--- config.mk ---
export PLATFORM = sky130hd
export DESIGN_NAME = standby_ctrl
export DESIGN_NICKNAME = d
export VERILOG_FILES = /design/src/rtl/standby_pkg.sv /design/src/rtl/standby_fsm.sv /design/src/rtl/standby_dp.sv /design/src/rtl/standby_ctrl.sv
export SDC_FILE = /design/constraint.sdc
export NUM_CORES = 1
export LEC_CHECK = 0
export BUFFER_PORTS_ARGS = -buffer_cell sky130_fd_sc_hd__buf_2
export CORE_MARGIN = 5
export CORE_UTILIZATION = 44
export CTS_CLUSTER_SIZE = 30
export DETAILED_ROUTE_END_ITERATION = 10
export GPL_TIMING_DRIVEN = 0
export PLACE_DENSITY = 0.71
export SKIP_LAST_GASP = 1
export SYNTH_ARGS = -nofsm -noshare
export SYNTH_HDL_FRONTEND = slang
export SYNTH_SLANG_ARGS = --single-unit
export TNS_END_PERCENT = 5
--- constraint.sdc ---
create_clock -name clk -period 1.8 [get_ports clk]
set_clock_uncertainty 0.05 [all_clocks]
set_input_delay 0.18 -clock clk [delete_from_list [all_inputs] [get_ports clk]]
set_output_delay 0.18 -clock clk [all_outputs]
set_load 0.005 [all_outputs]
--- src/rtl/standby_pkg.sv ---
package standby_pkg;
  typedef enum logic [1:0] {
    ST_RUN  = 2'd0,
    ST_HALT = 2'd1,
    ST_STOP = 2'd2,
    ST_WAIT = 2'd3
  } pwrState_t;

  // strobes from the control to the datapath
  typedef struct packed {
    logic loadCnt;
    logic decCnt;
    logic errPulse;
    logic wakePulse;
  } dpCtrl_t;
endpackage

--- src/rtl/standby_fsm.sv ---
module standby_fsm
  import standby_pkg::*;
(
  input  logic      clk,
  input  logic      rstN,
  input  logic      haltReq,
  input  logic      stopReq,
  input  logic      irqReq,
  input  logic      subClkSel,
  input  logic      cntZero,
  output pwrState_t state,
  output dpCtrl_t   ctrl
);
  pwrState_t stateNxt;

  always_comb begin
    stateNxt = state;
    ctrl     = '0;
    case (state)
      ST_RUN: begin
        if (stopReq && !subClkSel) begin
          stateNxt = ST_STOP;
        end else begin
          if (stopReq) ctrl.errPulse = 1'b1;
          if (haltReq) stateNxt = ST_HALT;
        end
      end
      ST_HALT: begin
        if (irqReq) begin
          stateNxt       = ST_RUN;
          ctrl.wakePulse = 1'b1;
        end
      end
      ST_STOP: begin
        if (irqReq) begin
          stateNxt     = ST_WAIT;
          ctrl.loadCnt = 1'b1;
        end
      end
      ST_WAIT: begin
        if (cntZero) begin
          stateNxt       = ST_RUN;
          ctrl.wakePulse = 1'b1;
        end else begin
          ctrl.decCnt = 1'b1;
        end
      end
      default: stateNxt = ST_RUN;
    endcase
  end

  always_ff @(posedge clk or negedge rstN) begin
    if (!rstN) state <= ST_RUN;
    else       state <= stateNxt;
  end


  halt_entry_chk: assert property (@(posedge clk) disable iff (!rstN)
    (state == ST_RUN && haltReq && !stopReq) |=> state == ST_HALT);

  stop_entry_chk: assert property (@(posedge clk) disable iff (!rstN)
    (state == ST_RUN && stopReq && !subClkSel) |=> state == ST_STOP);

  stop_deny_chk: assert property (@(posedge clk) disable iff (!rstN)
    (state == ST_RUN && stopReq && subClkSel && !haltReq) |=> state == ST_RUN);

  halt_exit_chk: assert property (@(posedge clk) disable iff (!rstN)
    (state == ST_HALT && irqReq) |=> state == ST_RUN);

  wait_hold_chk: assert property (@(posedge clk) disable iff (!rstN)
    (state == ST_WAIT && !cntZero) |=> state == ST_WAIT);

  run_irq_chk: assert property (@(posedge clk) disable iff (!rstN)
    (state == ST_RUN && !haltReq && !stopReq) |=> state == ST_RUN);
endmodule

--- src/rtl/standby_dp.sv ---
module standby_dp
  import standby_pkg::*;
#(
  parameter int CNT_W = 8
) (
  input  logic             clk,
  input  logic             rstN,
  input  dpCtrl_t          ctrl,
  input  logic [CNT_W-1:0] stabCount,
  output logic             cntZero,
  output logic             stopErr,
  output logic             wakeAck
);
  logic [CNT_W-1:0] cntQ;

  always_ff @(posedge clk or negedge rstN) begin
    if (!rstN) begin
      cntQ    <= '0;
      stopErr <= 1'b0;
      wakeAck <= 1'b0;
    end else begin
      if (ctrl.loadCnt)      cntQ <= stabCount;
      else if (ctrl.decCnt)  cntQ <= cntQ - 1'b1;
      stopErr <= ctrl.errPulse;
      wakeAck <= ctrl.wakePulse;
    end
  end

  assign cntZero = (cntQ == '0);


  load_cnt_chk: assert property (@(posedge clk) disable iff (!rstN)
    ctrl.loadCnt |=> cntQ == $past(stabCount));

  err_pulse_chk: assert property (@(posedge clk) disable iff (!rstN)
    ctrl.errPulse |=> stopErr);

  wake_pulse_chk: assert property (@(posedge clk) disable iff (!rstN)
    ctrl.wakePulse |=> wakeAck);
endmodule

--- src/rtl/standby_ctrl.sv ---
module standby_ctrl
  import standby_pkg::*;
#(
  parameter int CNT_W = 8
) (
  input  logic             clk,
  input  logic             rstN,
  input  logic             haltReq,
  input  logic             stopReq,
  input  logic             irqReq,
  input  logic             subClkSel,
  input  logic [CNT_W-1:0] stabCount,
  output logic             cpuClkEn,
  output logic             mainOscEn,
  output logic             holdOut,
  output logic [1:0]       stateOut,
  output logic             stopErr,
  output logic             wakeAck
);
  pwrState_t state;
  dpCtrl_t   ctrl;
  logic      cntZero;

  standby_fsm u_fsm (
    .clk(clk), .rstN(rstN), .haltReq(haltReq), .stopReq(stopReq),
    .irqReq(irqReq), .subClkSel(subClkSel), .cntZero(cntZero),
    .state(state), .ctrl(ctrl)
  );

  standby_dp #(.CNT_W(CNT_W)) u_dp (
    .clk(clk), .rstN(rstN), .ctrl(ctrl), .stabCount(stabCount),
    .cntZero(cntZero), .stopErr(stopErr), .wakeAck(wakeAck)
  );

  assign stateOut  = state;
  assign cpuClkEn  = (state == ST_RUN);
  assign mainOscEn = (state != ST_STOP);
  assign holdOut   = (state != ST_RUN);


  osc_stays_off_chk: assert property (@(posedge clk) disable iff (!rstN)
    (stateOut == 2'd2 && !irqReq) |=> !mainOscEn);

  req_ignored_chk: assert property (@(posedge clk) disable iff (!rstN)
    (stateOut == 2'd1 && !irqReq) |=> stateOut == 2'd1);
endmodule

==> metrics.md <==
| Metric | Value |
|---|---|
| Die span in y | `50.72 µm` |
| CP Class | `flop to flop` |
| P_leak | `0.0004236 µW` |
| CP required | `1.91 ns` |
| Max VDD drop | `0.9909 mV` |
| Synth Area in Compound Gates | `26.42%` |
| DR vias/cell | `5.775` |
| CP Launch Type | `flop` |
| Final Total Pwr | `1298 µW` |
| Antenna violations before repair | `0` |
| Post-Synth Adder-Cell Area | `3.431%` |
| DP HPWL | `1265 µm` |
| Vias in the first global route | `658` |
| CP peak stage delay | `0.60 ns` |
| Share of flip-flops with an asynchronous set or reset | `100.0%` |
| Post-Synth XOR/XNOR Area | `0%` |
| Mapped Nets | `95` |
| Failing checks | `negative setup slack` |
| Most common cell after layout, fill and taps aside | `buf_2` |
| Post-synth EDFFs | `0` |
| Synthesis Warnings | `0` |
| Drt total wl | `1651 µm` |
| Remaining Overflow, GRT | `0` |
| Slowest library cell on the worst path | `or4_4` |
| Crit path time final | `1.805 ns` |
| Mux contribution to synthesized area | `4.117%` |
| Wire per inst | `13.76 µm` |
| First-pass GRT wire length | `2732 µm` |
| Top Ports | `21` |
| DRT antenna net count | `0` |
| Utilization after layout | `58.44%` |
| I/O Buffers | `20` |
| Rows | `14` |
| Slew HR | `76.24%` |
| Synthesis-stage register bit count | `12` |
| Die Wd | `50.72 µm` |
| Period utilisation layout | `100.3%` |
| RSZ-0062 raised after global routing | `true` |
| Post-Syn Area | `729.5 µm²` |
| 1st-pass router iterations | `5` |
| Largest family of logic cells by synthesized area | `compound AO/OA/AOI/OAI gates` |
| Most frequent cells in the layout | `buf_2 (20), dfrtp_1 (12), nand2_1 (8)` |
| Final Hold Vio Count | `0` |
| Status | `finished with violations` |
| Cell variety after synth | `31` |
| CP arrival | `1.91 ns` |
| Clock slew at reported path FFs | `0.07 ns` |
| Initial Util | `47.32%` |
| Later-pin clock latency in the skew report | `0.27 ns` |
| Worst min-delay path class | `input port to flop` |
| All-Layer GR Usage | `13.44%` |
| Vias | `693` |
| Largest net degree at the start of global routing | `13` |
| GPL Wtd Cong | `0.8105` |
| Crit-path cells | `or4_4 -> o31ai_4 -> o211a_1 -> o21ba_2` |
| Sequential share of the synthesized area | `41.17%` |
| DRC | `0` |
| TritonCTS Buffers | `3` |
| Mapped Cells | `79` |
| Nets | `122` |
| Die area | `2572 µm²` |
| Final Instance Area | `900.9 µm²` |
| CTS Sinks | `12` |
| Layout cells sized above 1 | `30.77%` |
| Final Setup Violations | `2` |
| Clock root cell | `clkbuf_4` |
| Most used DFF post-synth | `dfrtp_1` |
| Max Cap Viol | `0` |
| CTS tree | `done` |
| Area grow syn2layout | `23.50%` |
| Setup TNS | `-0.006705 ns` |
| Worst Max-Slew Pin Slew | `0.3516 ns` |
| Fmax | `554.0 MHz` |
| Mean Syn Cell Area | `9.234 µm²` |
| Flop-to-flop setup slack | `-0.005 ns` |
| Cell Area, Placed | `849.6 µm²` |
| Initial DRC count | `11` |
| Post-synthesis simple-gate area fraction | `20.75%` |
| Crit. End Element | `flop` |
| ANT cells | `0` |
| PwrDens | `1441 nW/µm²` |
| Worst Slack Setup Final | `-0.004957 ns` |
| Crit-path max FO | `6` |
| Pins Over Slew Limit | `0` |
| Core Area | `1541 µm²` |
| CTS HTree Levels | `1` |
| Place WS | `-0.07475 ns` |
| Max Root-Sink Buffers | `2` |
| Filler cells | `146` |
## flip-flops by register name, summed over array words and instances, names as in the netlist
| register | flops |
|---|---|
| u_dp.cntQ | 8 |
| u_dp.stopErr | 1 |
| u_dp.wakeAck | 1 |
| u_fsm.state | 2 |
## where the power goes
| part | total, µW | internal [µW] | switching (µW) |
|---|---|---|---|
| clock network | 159 | 77.4 | 81.4 |
| registers | 528 | 390 | 139 |
| logic | 611 | 302 | 309 |
## cell families after synthesis
logic type | Yosys count
fa+ha+maj | 2
simple gates | 28
flops | 12
compound gates | 26
mux | 3
buf+inv | 8
## layer usage
| metal | part of all wire (%) | GRT usage [%] | vias to the layer above | routed length (µm) |
|---|---|---|---|---|
| li1 | - | - | 351 | - |
| met1 | 44 | 16.43 | 319 | 726 |
| met2 | 49 | 22.11 | 23 | 803 |
| met3 | 7.3 | 5.325 | 0 | 121 |
| met4 | 0 | 2.979 | 0 | 0 |
| met5 | 0 | 0 | - | 0 |
## critical path, delay by kind of cell, from the launching register on
| kind | cells | cell delay [ns] |
|---|---|---|
| flops | 1 | 0.42 |
| simple gates | 1 | 0.60 |
| compound gates | 3 | 0.62 |
## Yosys cell counts (2+ instances only)
master	n	area share (%)
mux2i_1	3	4.1
dfrtp_1	12	41
a31oi_1	3	2.6
o22ai_1	3	2.6
a21oi_1	4	2.7
clkbuf_1	3	1.5
inv_1	5	2.6
ha_1	2	3.4
nand2_1	8	4.1
nand2b_1	2	1.7
a2bb2oi_1	2	2.4
nand3_1	2	1.4
nor2_1	7	3.6
nor3_1	2	1.4
o21ai_0	5	3.4
## final timing paths
| check | startpoint | to | cells after the start |
|---|---|---|---|
| worst max-delay path | u_dp.cntQ[4]$_DFFE_PN0P_ | u_fsm.state[0]$_DFFE_PN0P_ | 4 |
| worst min-delay path | stopReq | u_dp.stopErr$_DFF_PN0_ | 3 |
| worst max register to register | u_dp.cntQ[4]$_DFFE_PN0P_ | u_fsm.state[0]$_DFFE_PN0P_ | 4 |
| worst min register to register | u_dp.cntQ[7]$_DFFE_PN0P_ | u_dp.cntQ[7]$_DFFE_PN0P_ | 1 |
| max in group asynchronous | rstN | u_dp.cntQ[5]$_DFFE_PN0P_ | 2 |
| min in group asynchronous | rstN | u_dp.stopErr$_DFF_PN0_ | 2 |
## area by class of cell
type / count / area, µm² / area share, %
buffer: 3 / 13.76 / 1.528
tap: 16 / 20.02 / 2.222
sequential: 12 / 300.3 / 33.33
inverter: 5 / 18.77 / 2.083
multi-input combinational: 59 / 407.9 / 45.28
clock buffer: 3 / 22.52 / 2.500
timing repair buffer: 22 / 117.6 / 13.06
## what timing repair did
| item | 4_1_cts | 5_1_grt |
|---|---|---|
| pin swaps | 1 | 4 |
| gates resized for setup | 2 | 3 |
| hold buffers | 1 | 0 |
| endpoints found under the setup margin | 8 | 7 |
| setup buffers | 1 | 0 |
| hold endpoints to repair | 12 | 0 |
## stage by stage
| step | hold slack, ns | instances |
|---|---|---|
| after floorplan | -0.1656 | 79 |
| after global placement | 0.02299 | 115 |
| after detailed placement | 0.02244 | 115 |
| after CTS | 0.09946 | 120 |
| after global routing | 0.1135 | 120 |
| final | 0.1020 | 120 |
Note: power is estimated with default switching activity, not from simulation.
